===== config.mk =====
export PLATFORM = sky130hd
export DESIGN_NAME = wfa_fetch_agen
export DESIGN_NICKNAME = d
export VERILOG_FILES = /design/src/rtl/wfa_pkg.sv /design/src/rtl/wfa_mode_dec.sv /design/src/rtl/wfa_burst_clip.sv /design/src/rtl/wfa_fetch_agen.sv
export SDC_FILE = /design/constraint.sdc
export NUM_CORES = 1
export LEC_CHECK = 0
export ABC_AREA = 1
export BUFFER_PORTS_ARGS = -buffer_cell sky130_fd_sc_hd__buf_4
export CAP_MARGIN = 20
export CORE_ASPECT_RATIO = 0.6
export CORE_MARGIN = 1
export CORE_UTILIZATION = 35
export CTS_CLUSTER_DIAMETER = 50
export CTS_CLUSTER_SIZE = 24
export DETAILED_ROUTE_END_ITERATION = 10
export PLACE_DENSITY = 0.54
export SYNTH_ARGS = -nofsm -noshare
export SYNTH_HDL_FRONTEND = slang
export SYNTH_HIERARCHICAL = 1
export SYNTH_SLANG_ARGS = --single-unit

===== constraint.sdc =====
create_clock -name clk -period 6.2 [get_ports clk]
set_input_delay 0.31 -clock clk [delete_from_list [all_inputs] [get_ports clk]]
set_output_delay 0.31 -clock clk [all_outputs]
set_load 0.01 [all_outputs]

===== src/rtl/wfa_pkg.sv =====
package wfa_pkg;
  localparam int WORD_BYTES = 4;
  localparam int BWW        = 5;

  typedef enum logic [1:0] {
    SWP_BIT  = 2'd0,
    SWP_BYTE = 2'd1,
    SWP_HALF = 2'd2,
    SWP_WORD = 2'd3
  } swap_e;

  typedef struct packed {
    logic [BWW-1:0] burst_words;
    swap_e          swap;
  } pix_mode_t;
endpackage


===== src/rtl/wfa_mode_dec.sv =====
module wfa_mode_dec
  import wfa_pkg::*;
#(
  parameter int BPPW = 6
) (
  input  logic [BPPW-1:0] bpp,
  output pix_mode_t       mode
);
  always_comb begin
    case (bpp)
      BPPW'(1):           mode = '{burst_words: BWW'(4),  swap: SWP_BIT};
      BPPW'(2), BPPW'(4): mode = '{burst_words: BWW'(8),  swap: SWP_BIT};
      BPPW'(8):           mode = '{burst_words: BWW'(8),  swap: SWP_BYTE};
      BPPW'(16):          mode = '{burst_words: BWW'(16), swap: SWP_HALF};
      default:            mode = '{burst_words: BWW'(16), swap: SWP_WORD};
    endcase
  end
endmodule


===== src/rtl/wfa_burst_clip.sv =====
module wfa_burst_clip
  import wfa_pkg::*;
#(
  parameter int LW = 16
) (
  input  logic [LW-1:0]  left_bytes,
  input  logic [BWW-1:0] max_words,
  output logic [BWW-1:0] words
);
  localparam int LWW = LW - 2;
  logic [LWW-1:0] left_words;

  always_comb begin
    left_words = left_bytes[LW-1:2];
    if (left_words < LWW'(max_words)) words = BWW'(left_words);
    else                              words = max_words;
  end
endmodule


===== src/rtl/wfa_fetch_agen.sv =====
module wfa_fetch_agen
  import wfa_pkg::*;
#(
  parameter int AW   = 32,
  parameter int LW   = 16,
  parameter int BPPW = 6
) (
  input  logic            clk,
  input  logic            rst,
  input  logic            frame_start,
  input  logic [AW-1:0]   cfg_start_addr,
  input  logic [AW-1:0]   cfg_end_addr,
  input  logic [LW-1:0]   cfg_page_bytes,
  input  logic [LW-1:0]   cfg_skip_bytes,
  input  logic [BPPW-1:0] cfg_bpp,
  input  logic            req_grant,
  output logic            req_valid,
  output logic [AW-1:0]   req_addr,
  output logic [4:0]      req_words,
  output logic [1:0]      swap_sel,
  output logic            frame_done
);
  // latched frame configuration
  logic [AW-1:0]  end_q;
  logic [LW-1:0]  page_q, skip_q;
  logic [BWW-1:0] blen_q;
  swap_e          swap_q;

  // walk state
  logic [AW-1:0]  addr_q;
  logic [LW-1:0]  left_q;
  logic [BWW-1:0] words_q;
  logic           valid_q, done_q;

  pix_mode_t      new_mode;
  logic [BWW-1:0] load_words, next_words;
  logic [LW-1:0]  step_bytes, left_after;
  logic [AW-1:0]  addr_after;
  logic           line_end, reach_end, frame_live;

  wfa_mode_dec #(.BPPW(BPPW)) u_dec (
    .bpp  (cfg_bpp),
    .mode (new_mode)
  );

  wfa_burst_clip #(.LW(LW)) u_clip_load (
    .left_bytes (cfg_page_bytes),
    .max_words  (new_mode.burst_words),
    .words      (load_words)
  );

  wfa_burst_clip #(.LW(LW)) u_clip_step (
    .left_bytes (left_after),
    .max_words  (blen_q),
    .words      (next_words)
  );

  always_comb begin
    step_bytes = LW'({words_q, 2'b00});
    line_end   = (left_q == step_bytes);
    left_after = line_end ? page_q : (left_q - step_bytes);
    addr_after = addr_q + AW'(step_bytes) + (line_end ? AW'(skip_q) : '0);
    reach_end  = (addr_after >= end_q);
    frame_live = (cfg_start_addr < cfg_end_addr) && (cfg_page_bytes != '0);
  end

  always_ff @(posedge clk) begin
    if (rst) begin
      end_q   <= '0;
      page_q  <= '0;
      skip_q  <= '0;
      blen_q  <= '0;
      swap_q  <= SWP_BIT;
      addr_q  <= '0;
      left_q  <= '0;
      words_q <= '0;
      valid_q <= 1'b0;
      done_q  <= 1'b0;
    end else if (frame_start) begin
      end_q   <= cfg_end_addr;
      page_q  <= cfg_page_bytes;
      skip_q  <= cfg_skip_bytes;
      blen_q  <= new_mode.burst_words;
      swap_q  <= new_mode.swap;
      addr_q  <= cfg_start_addr;
      left_q  <= cfg_page_bytes;
      words_q <= load_words;
      valid_q <= frame_live;
      done_q  <= !frame_live;
    end else if (valid_q && req_grant) begin
      addr_q  <= addr_after;
      left_q  <= left_after;
      words_q <= next_words;
      if (reach_end) begin
        valid_q <= 1'b0;
        done_q  <= 1'b1;
      end
    end
  end

  assign req_valid  = valid_q;
  assign req_addr   = addr_q;
  assign req_words  = words_q;
  assign swap_sel   = swap_q;
  assign frame_done = done_q;
endmodule


==> results by group, run 1 <==
Run status
  – Result of the run: finished, final reports clean

Finish
  – Antenna Cells: 0
  – Fraction of final layout cells with drive strength greater than 1: 0.146
  – Layout net count: 1,773
  – Final non-filler cell total: 1,930
  – Layout Area Growth over Synthesis: 20.7%
  – Final Cell Area: 11,500 sq um

Pwr
  – IR Drop Worst-Case VDD: 0.165 mV
  – Power density normalized to cell area: 226 nW/um^2
  – Leakage power: 0.00564 uW

Critical path
  – R2r worst-path depth: 29
  – Type of the worst setup path: reg -> reg
  – Worst Path Max Fanout: 30
  – Critical Path RT: 6.48 ns
  – Cell seen most often among critical-path stages: nand2_1
  – Maximum cell stage delay along the critical path: 0.44 ns
  – Worst endpoint data arrival time: 5.23 ns
  – Cell with the largest stage delay on the worst path: fa_1
  – Endpoint type of the worst setup path: flip-flop
  – Worst setup SP type: flip-flop

Global routing
  – Largest net degree at the start of global routing: 68
  – Via count of the first global-routing pass: 8,781
  – Wire length of the first global-routing pass: 50,200 microns
  – Number of antenna violations at the first check in global routing: 0
  – Remaining global-route overflow: 0
  – Total routing usage reported by global routing: 0.236

Timing
  – Worst clock skew: 0.00895 ns
  – Number of hold-slack violations in the final timing report: 0
  – Normalized max-slew margin: 0.325
  – Slew at the pin closest to its max-slew limit: 1.01 ns
  – Final sum of negative setup slack: 0 ns
  – Setup ws final: 1.24 ns
  – Final-report max-slew violation count: 0
  – Final worst path period need: 4.96 ns
  – Setup repair after global routing missed its margin: false
  – Final number of setup-violating endpoints: 0
  – Achievable Freq: 0.202 GHz
  – Share of the clock period used by the worst path after layout: 0.799

Clock tree
  – CTS Hold Bufs: 0
  – Worst-Skew Late Latency: 0.43 ns
  – CTS tree: yes
  – Clock-pin slew reported for the worst setup and hold paths after clock tree synthesis: 0.06 ns
  – Clock tree sinks: 126
  – Master cell of the clock root buffer: clkbuf_16
  – Buffers inserted during post-CTS setup optimization: 0
  – Htree depth: 4
  – Cells resized by post-CTS repair: 0
  – Maximum clock path buffer count: 2
  – Num CTS Buffers: 17

Placement
  – Post-place instance area: 10,900 sq um
  – Gp weighted congestion: 0.936
  – Placed cell count: 1,898
  – Input/output buffers: 146
  – Post-DP HPWL: 25,500 microns
  – Post-Place Setup Slack: 1.31 ns

Yosys
  – Mapped Cells: 1,433
  – Count of different cell masters after synthesis: 49
  – Top flip-flop cell by instance count after synthesis: dfxtp_1
  – Share of flip-flops with an asynchronous set or reset after synthesis: 0
  – Synth Area per Inst: 6.66 sq um
  – Synthesized cell area: 9550 sq um
  – Warning count from the yosys run: 6
  – Share of the yosys chip area belonging to registers: 0.264
  – Synthesis-stage register bit count: 126
  – Post-synth EDFFs: 0

Detailed routing
  – DRC viols: 0
  – Starting DRT DRC Count: 845
  – Final wirelength: 32,500 microns
  – Initial DRT Pass Iterations: 6
  – Routed WL per cell: 16.9 microns
  – Avg Vias per Cell: 5.02
  – Via count: 9,681
  – Number of antenna-violating nets in the routed design: 0

Die
  – Number of cell rows: 46
  – Initial core utilization: 0.359
  – Die Height: 130 microns
  – Core Area: 26,600 sq um
  – Die outline area: 28,000 sq um
  – Width of the chip: 215 microns
  – I/O pin cnt: 147

Min path
  – Instance count along the most critical hold path: 3
  – Class of the worst hold path: in -> reg

Job
  – Max-Cap Viols: 0
==> layout by cell type, fill, tap and decap left out, types with 6 or more instances in the layout <==
master     netlist  layout
o21ai_0         99      99
clkbuf_16        0      17
a21oi_1        138     138
nor4_1           9       9
ha_1           103     103
buf_4            3     152
and2_1          17      17
nand2_1        343     343
dfxtp_1        126     126
nand4_1         25      25
xor2_1          17      17
a31oi_1         25      25
nor3_1           7       7
nor2_4           5       6
nand2_2         11      11
inv_1          213     213
fa_1             7       7
nand3_1         64      64
nor2_1         104     104
==> per-layer routing <==
layer,vias to the layer above,routed length (microns),global-route usage
li1,4919,-,-
met3,34,2750,0.0611
met5,-,0,0
met4,0,333,0.0563
met2,326,11400,0.290
met1,4402,18100,0.385
==> power breakdown <==
part | total [uW] | leakage [uW] | switching (uW) | internal [uW]
sequential | 911 | 0.00104 | 47.0 | 864
combinational | 659 | 0.00432 | 404 | 255
clock | 1040 | 0.000283 | 396 | 640
==> registers in the layout, indices dropped and copies added, names as in the netlist <==
signal      cells
frame_done      1
left_q         16
req_words       5
blen_q          5
swap_sel        2
page_q         16
req_valid       1
req_addr       32
end_q          32
skip_q         16
==> metrics by stage <==
| step | hold WS (ns) | total power, uW | utilization |
|---|---|---|---|
| 2_1_floorplan | 0.434 | 1340 | - |
| 3_3_place_gp | 0.445 | 1570 | 0.411 |
| 3_5_place_dp | 0.452 | 1580 | 0.411 |
| 4_1_cts | 0.0939 | 2620 | 0.434 |
| 5_1_grt | 0.125 | 2750 | 0.434 |
| 6_report | 0.114 | 2610 | 0.434 |
==> cells in the mapped netlist, types with 3 or more instances <==
cell type	instances	area share
nand3_1	64	0.034
nand2_1	343	0.13
nor2_4	5	0.0059
nand4_1	25	0.016
xor2_1	17	0.016
a21o_1	3	0.0024
buf_1	4	0.0016
o21ai_1	5	0.0026
nor2_2	6	0.0039
or2_4	3	0.0028
a21oi_1	138	0.072
o21ai_0	99	0.052
a21oi_4	3	0.0051
o21a_1	5	0.0039
and2_1	17	0.011
fa_1	7	0.015
nand2_2	11	0.0072
nor2_1	104	0.041
clkbuf_1	33	0.013
inv_1	213	0.084
dfxtp_1	126	0.26
o211ai_1	3	0.0024
a31oi_1	25	0.016
buf_2	6	0.0031
or2_0	5	0.0033
o21bai_1	4	0.0031
nor4_1	9	0.0059
nor3_1	7	0.0037
a22o_1	5	0.0046
ha_1	103	0.13
inv_2	3	0.0012
buf_4	3	0.0024
nand3_2	3	0.0031
==> path summary, 6_finish.rpt <==
kind / endpoint / start / slack (ns)
setup / recovery: req_valid$_SDFFE_PP0P_ / req_words[2]$_SDFFE_PP0P_ / 1.24
hold / removal: skip_q[2]$_SDFFE_PP0P_ / cfg_skip_bytes[2] / 0.11
setup reg to reg: req_valid$_SDFFE_PP0P_ / req_words[2]$_SDFFE_PP0P_ / 1.24
hold reg to reg: page_q[14]$_SDFFE_PP0P_ / page_q[14]$_SDFFE_PP0P_ / 0.46
==> logic make-up after synthesis <==
group	after synthesis	synth area share
buffers and inverters	266	0.108
xor gates and xnor gates	21	0.0208
AOI/OAI and AO/OA	295	0.169
DFF	126	0.264
other	1	0.000393
and+or+nand+nor	614	0.288
adders and majority gates	110	0.150
==> area by class of cell <==
class,instances,area (sq um)
Fill cell,2832,15100
Multi-Input combinational cell,1042,6000
Sequential cell,126,2520
Timing Repair Buffer,152,1140
Inverter,218,820
Clock buffer,21,450
Tap cell,360,450
Clock inverter,11,141
==> critical path: cells and delay by family, from the launching register on <==
kind | cells | cell delay [ns]
AOI/OAI and AO/OA | 2 | 0.20
adders and majority gates | 4 | 1.47
buffers and inverters | 2 | 0.35
DFF | 1 | 0.40
and+or+nand+nor | 21 | 2.37
No activity file was read; power rests on OpenSTA's default activity.
==> inputs of run 2 (changes only) <==
- PLACE_DENSITY: 0.54 -> 0.56
- clock period: 6.2 -> 4.4 ns (I/O delays scaled with it)
==> results by group, run 2 (synthesized netlist as in run 1, its figures left out) <==
Run status
  – Result of the run: finished, final reports clean (unchanged)

Timing
  – Final worst path period need: 4.37 ns (was 4.96 ns)
  – Slew at the pin closest to its max-slew limit: 1.06 ns (was 1.01 ns)
  – Worst clock skew: 0.0101 ns (was 0.00895 ns)
  – Final sum of negative setup slack: 0 ns (unchanged)
  – Setup ws final: 0.0307 ns (was 1.24 ns)
  – Normalized max-slew margin: 0.290 (was 0.325)
  – Share of the clock period used by the worst path after layout: 0.993 (was 0.799)
  – Worst hold slack across all endpoints: 0.0342 ns (was 0.114 ns)
  – Number of hold-slack violations in the final timing report: 0 (unchanged)
  – Setup repair after global routing missed its margin: true (was false)
  – Final-report max-slew violation count: 0 (unchanged)
  – Final number of setup-violating endpoints: 0 (unchanged)
  – Achievable Freq: 0.229 GHz (was 0.202 GHz)

Critical path
  – WP buf/inv: 3 (was 2)
  – Cell with the largest stage delay on the worst path: fa_2 (was fa_1)
  – R2r worst-path depth: 28 (was 29)
  – Worst Path Max Fanout: 8 (was 30)
  – Worst R2R End: frame_done$_SDFFE_PP0P_ (was req_valid$_SDFFE_PP0P_)
  – Crit Reg-Reg Startpoint: req_words[4]$_SDFFE_PP0P_ (was req_words[2]$_SDFFE_PP0P_)
  – End of the critical path: frame_done$_SDFFE_PP0P_ (was req_valid$_SDFFE_PP0P_)
  – Crit-path leading delay family: simple AND/OR/NAND/NOR gates (unchanged)
  – Worst endpoint data arrival time: 4.74 ns (was 5.23 ns)
  – Worst reg-to-reg setup slack: 0.03 ns (was 1.24 ns)
  – Critical Path RT: 4.77 ns (was 6.48 ns)
  – Endpoint type of the worst setup path: flip-flop (unchanged)
  – Worst setup SP type: flip-flop (unchanged)
  – Number of cells on the critical path: 28 (was 29)
  – Start point of the critical path: req_words[4]$_SDFFE_PP0P_ (was req_words[2]$_SDFFE_PP0P_)
  – Type of the worst setup path: reg -> reg (unchanged)
  – Maximum cell stage delay along the critical path: 0.40 ns (was 0.44 ns)

Global routing
  – Largest net degree at the start of global routing: 70 (was 68)
  – Remaining global-route overflow: 0 (unchanged)
  – Number of antenna violations at the first check in global routing: 0 (unchanged)
  – Wire length of the first global-routing pass: 52,000 microns (was 50,200 microns)
  – Via count of the first global-routing pass: 8,994 (was 8,781)
  – Total routing usage reported by global routing: 0.244 (was 0.236)

Die
  – Number of cell rows: 46 (unchanged)
  – Die Height: 130 microns (unchanged)
  – I/O pin cnt: 147 (unchanged)
  – Width of the chip: 215 microns (unchanged)
  – Initial core utilization: 0.359 (unchanged)
  – Die outline area: 28,000 sq um (unchanged)
  – Core Area: 26,600 sq um (unchanged)

Pwr
  – Leakage power: 0.00627 uW (was 0.00564 uW)
  – IR Drop Worst-Case VDD: 0.233 mV (was 0.165 mV)
  – Power density normalized to cell area: 284 nW/um^2 (was 226 nW/um^2)
  – Power Total: 3760 uW (was 2610 uW)

Finish
  – Most common library cell in the layout ignoring fill and taps: nand2_1 (unchanged)
  – Layout net count: 1,863 (was 1,773)
  – Fillers: 2,698 (was 2,832)
  – Top library cells by usage in the layout, fill and taps aside: 299 x nand2_1, 235 x buf_4, 203 x inv_1, 121 x dfxtp_1, 120 x a21oi_1 (was 343 x nand2_1, 213 x inv_1, 152 x buf_4, 138 x a21oi_1, 126 x dfxtp_1)
  – Layout Area Growth over Synthesis: 38.6% (was 20.7%)
  – Final non-filler cell total: 2,014 (was 1,930)
  – Antenna Cells: 0 (unchanged)
  – Fraction of final layout cells with drive strength greater than 1: 0.296 (was 0.146)

Detailed routing
  – Via count: 10,151 (was 9,681)
  – Initial DRT Pass Iterations: 5 (was 6)
  – Starting DRT DRC Count: 792 (was 845)
  – Final wirelength: 34,800 microns (was 32,500 microns)
  – Avg Vias per Cell: 5.04 (was 5.02)
  – Routed WL per cell: 17.3 microns (was 16.9 microns)
  – DRC viols: 0 (unchanged)
  – Number of antenna-violating nets in the routed design: 0 (unchanged)

Clock tree
  – CTS tree: yes (unchanged)
  – Num CTS Buffers: 17 (unchanged)
  – Worst-Skew Late Latency: 0.44 ns (was 0.43 ns)
  – Master cell of the clock root buffer: clkbuf_16 (unchanged)
  – Maximum clock path buffer count: 2 (unchanged)
  – Htree depth: 4 (unchanged)
  – Clock-pin slew reported for the worst setup and hold paths after clock tree synthesis: 0.05 ns (was 0.06 ns)
  – Clock tree sinks: 126 (unchanged)

Placement
  – Post-Place Setup Slack: -0.218 ns (was 1.31 ns)
  – Input/output buffers: 146 (unchanged)
  – Post-DP HPWL: 26,300 microns (was 25,500 microns)
  – Placed cell count: 1,972 (was 1,898)
  – Gp weighted congestion: 0.967 (was 0.936)

Min path
  – Class of the worst hold path: in -> reg (unchanged)

Job
  – Max-Cap Viols: 0 (unchanged)
==> run 2: cell types whose count changed in the layout (fill, tap and decap cells not counted), moves of 17 or more <==
cell	change
nor2_1	-25
nand2_2	+32
a21oi_1	-18
nand2_1	-44
ha_4	+30
ha_1	-31
nand3_2	+17
buf_4	+83
nand3_1	-21
==> run 2: what timing repair did <==
action	in CTS	in global routing
hold endpoints to repair	1	0
pin swaps	16	73
hold buffers	1	0
gates resized for setup	53	182
setup buffers	4	11
setup endpoints to repair	2	2
==> run 2: routing by layer <==
layer | share of wire | global-route usage
met2 | 0.38 | 0.313
met4 | 0.0070 | 0.0484
met3 | 0.074 | 0.0485
met5 | 0 | 0
met1 | 0.54 | 0.400
==> run 2: layout make-up <==
class	count	area [sq um]	share of cell area
Tap cell	360	450	0.0340
Multi-Input combinational cell	1042	7060	0.533
Clock inverter	2	35.0	0.00265
Inverter	218	820	0.0619
Clock buffer	24	492	0.0371
Timing Repair Buffer	242	1850	0.140
Sequential cell	126	2530	0.191
==> run 2: worst min-delay path by stage <==
stage                            from                      to  cells past startpoint
4_1_cts               cfg_end_addr[0]   end_q[0]$_SDFFE_PP0P_                      3
5_1_grt              cfg_end_addr[16]  end_q[16]$_SDFFE_PP0P_                      3
6_report              cfg_end_addr[0]   end_q[0]$_SDFFE_PP0P_                      3
3_3_place_gp   page_q[7]$_SDFFE_PP0P_  page_q[7]$_SDFFE_PP0P_                      2
2_1_floorplan         cfg_end_addr[0]   end_q[0]$_SDFFE_PP0P_                      2
3_5_place_dp   page_q[7]$_SDFFE_PP0P_  page_q[7]$_SDFFE_PP0P_                      2
==> run 2: worst register-to-register path, delay by kind of cell (launching register included) <==
family                     cells  cell delay, ns
AOI/OAI and AO/OA              1            0.25
and+or+nand+nor               18            1.81
buffers and inverters          3            0.39
adders and majority gates      5            1.36
xor gates and xnor gates       1            0.18
DFF                            1            0.33
==> run 2: where the power goes <==
part	switching (uW)	internal (uW)	total [uW]
clock	519	816	1330
sequential	67.2	1220	1290
combinational	649	485	1130
==> run 2: per-stage QoR <==
step	utilization	instance area (sq um)
floorplan	-	9550
global placement	0.432	11500
detailed placement	0.432	11500
CTS	0.464	12300
global route	0.498	13200
finish	0.498	13200
==> inputs of run 3 (changes only) <==
--- a/config.mk
+++ b/config.mk
@@ -16,4 +16,5 @@
 export DETAILED_ROUTE_END_ITERATION = 10
 export PLACE_DENSITY = 0.56
+export SETUP_SLACK_MARGIN = 0.5
 export SYNTH_ARGS = -nofsm -noshare
 export SYNTH_HDL_FRONTEND = slang
==> constraint.sdc (replaced) <==
create_clock -name clk -period 4.4 [get_ports clk]
set_input_delay 0.44 -clock clk [delete_from_list [all_inputs] [get_ports clk]]
set_output_delay 0.44 -clock clk [all_outputs]
set_load 0.01 [all_outputs]
==> results by group, run 3 (synthesized netlist as in run 1, its figures left out) <==
Clock tree
  – CTS Hold Bufs: 0 (was 1)
  – CTS tree: yes (unchanged)
  – Maximum clock path buffer count: 2 (unchanged)
  – Num CTS Buffers: 17 (unchanged)
  – Htree depth: 4 (unchanged)
  – Master cell of the clock root buffer: clkbuf_16 (unchanged)
  – Clock-pin slew reported for the worst setup and hold paths after clock tree synthesis: 0.06 ns (was 0.05 ns)
  – Clock tree sinks: 126 (unchanged)
  – Worst-Skew Late Latency: 0.45 ns (was 0.44 ns)

Die
  – I/O pin cnt: 147 (unchanged)
  – Initial core utilization: 0.359 (unchanged)
  – Width of the chip: 215 microns (unchanged)
  – Die Height: 130 microns (unchanged)
  – Die outline area: 28,000 sq um (unchanged)
  – Number of cell rows: 46 (unchanged)
  – Core Area: 26,600 sq um (unchanged)

Detailed routing
  – DRC viols: 0 (unchanged)
  – Via count: 10,057 (was 10,151)
  – Number of antenna-violating nets in the routed design: 0 (unchanged)
  – Final wirelength: 35,100 microns (was 34,800 microns)
  – Avg Vias per Cell: 5.08 (was 5.04)
  – Routed WL per cell: 17.7 microns (was 17.3 microns)
  – Starting DRT DRC Count: 867 (was 792)
  – Initial DRT Pass Iterations: 5 (unchanged)

Placement
  – Input/output buffers: 146 (unchanged)
  – Gp weighted congestion: 0.966 (was 0.967)
  – Post-DP HPWL: 27,100 microns (was 26,300 microns)
  – Post-Place Setup Slack: -0.00794 ns (was -0.218 ns)

Pwr
  – Power Total: 3790 uW (was 3760 uW)
  – IR Drop Worst-Case VDD: 0.247 mV (was 0.233 mV)
  – Power density normalized to cell area: 297 nW/um^2 (was 284 nW/um^2)
  – Leakage power: 0.00609 uW (was 0.00627 uW)

Global routing
  – Total routing usage reported by global routing: 0.249 (was 0.244)
  – Met1 Resource Use GR: 0.400 (about the same)
  – GR Util met2: 0.325 (was 0.313)
  – Number of antenna violations at the first check in global routing: 1 (was 0)
  – Highest-utilization routing layer at the global route stage: met1 (unchanged)
  – Via count of the first global-routing pass: 9,179 (was 8,994)
  – Wire length of the first global-routing pass: 52,800 microns (was 52,000 microns)
  – Met3 Resource Use GR: 0.0559 (was 0.0485)
  – Remaining global-route overflow: 0 (unchanged)
  – Largest net degree at the start of global routing: 63 (was 70)

Timing
  – Worst clock skew: 0.0142 ns (was 0.0101 ns)
  – Final worst path period need: 4.35 ns (was 4.37 ns)
  – Number of hold-slack violations in the final timing report: 0 (unchanged)
  – Worst hold slack across all endpoints: 0.243 ns (was 0.0342 ns)
  – Achievable Freq: 0.230 GHz (was 0.229 GHz)
  – Setup repair after global routing missed its margin: true (unchanged)
  – Slew at the pin closest to its max-slew limit: 1.06 ns (about the same)
  – Normalized max-slew margin: 0.289 (was 0.290)
  – Final number of setup-violating endpoints: 0 (unchanged)
  – Final sum of negative setup slack: 0 ns (unchanged)
  – Setup ws final: 0.0530 ns (was 0.0307 ns)
  – Final-report max-slew violation count: 0 (unchanged)
  – Share of the clock period used by the worst path after layout: 0.988 (was 0.993)

Finish
  – Fraction of final layout cells with drive strength greater than 1: 0.255 (was 0.296)
  – Antenna Cells: 0 (unchanged)
  – Share of the core filled with cells: 0.479 (was 0.498)
  – Layout Area Growth over Synthesis: 33.3% (was 38.6%)
  – FF/Latch Area: 2530 sq um (about the same)
  – Fillers: 2,770 (was 2,698)
  – Most common library cell in the layout ignoring fill and taps: nand2_1 (unchanged)
  – Multi-input gate area: 6790 sq um (was 7060 sq um)
  – Layout net count: 1,824 (was 1,863)
  – Top library cells by usage in the layout, fill and taps aside: 305 x nand2_1, 211 x inv_1, 201 x buf_4, 122 x a21oi_1, 122 x dfxtp_1 (was 299 x nand2_1, 235 x buf_4, 203 x inv_1, 121 x dfxtp_1, 120 x a21oi_1)

Critical path
  – Maximum cell stage delay along the critical path: 0.48 ns (was 0.40 ns)
  – Endpoint type of the worst setup path: flip-flop (unchanged)
  – Start point of the critical path: req_words[4]$_SDFFE_PP0P_ (unchanged)
  – Worst endpoint data arrival time: 4.73 ns (was 4.74 ns)
  – Cell with the largest stage delay on the worst path: fa_1 (was fa_2)
  – Worst setup SP type: flip-flop (unchanged)
  – Type of the worst setup path: reg -> reg (unchanged)
  – Worst Path Max Fanout: 8 (unchanged)
  – Crit Reg-Reg Startpoint: req_words[4]$_SDFFE_PP0P_ (unchanged)
  – Critical Path RT: 4.79 ns (was 4.77 ns)

Run status
  – Result of the run: finished, final reports clean (unchanged)

Job
  – Max-Cap Viols: 0 (unchanged)

Min path
  – Class of the worst hold path: in -> reg (unchanged)
  – Beginning of the worst hold path: cfg_end_addr[0] (unchanged)
[run 3: worst paths after layout]
| path | cells past startpoint | slack [ns] | endpoint |
|---|---|---|---|
| min | 3 | 0.24 | end_q[0]$_SDFFE_PP0P_ |
| max | 30 | 0.05 | frame_done$_SDFFE_PP0P_ |
| max reg2reg | 30 | 0.05 | frame_done$_SDFFE_PP0P_ |
| min reg2reg | 2 | 0.46 | page_q[9]$_SDFFE_PP0P_ |
[run 3: repair_timing]
item,CTS,global route
gates resized for setup,6,131
pin swaps,3,44
gates cloned,0,1
buffers inserted,0,8
endpoints found under the setup margin,2,2
[run 3: per-layer routing]
| layer | wire (microns) | vias to the layer above |
|---|---|---|
| li1 | - | 5005 |
| met1 | 19000 | 4702 |
| met2 | 13000 | 321 |
| met3 | 2770 | 27 |
| met4 | 310 | 2 |
| met5 | 12 | - |
[run 3: metrics by stage]
stage | instances | cell area (sq um)
floorplan | 1434 | 9750
global placement | 1940 | 11400
detailed placement | 1940 | 11400
CTS | 1972 | 12000
global route | 1981 | 12700
finish | 1981 | 12700
[run 3: area by class of cell]
type,count,area share
multi-input cells,1042,0.534
inverters,218,0.0647
clock inverters,10,0.00885
clock buffers,22,0.0365
repair buffers,203,0.122
well taps,360,0.0354
flip-flops and latches,126,0.199
[run 3: power by group]
group / switching, uW / total, uW / internal (uW) / leakage [uW]
Clock: 571 / 1430 / 860 / 0.000276
Combinational: 628 / 1070 / 439 / 0.00477
Sequential: 68.0 / 1290 / 1220 / 0.00105
[run 3: worst max-delay path: cells and delay by family (launching register included)]
family | cells | cell delay, ns
adder cells (fa/ha/maj) | 4 | 1.36
flip-flops | 1 | 0.34
AND/OR/NAND/NOR | 24 | 2.32
buffers and inverters | 2 | 0.25
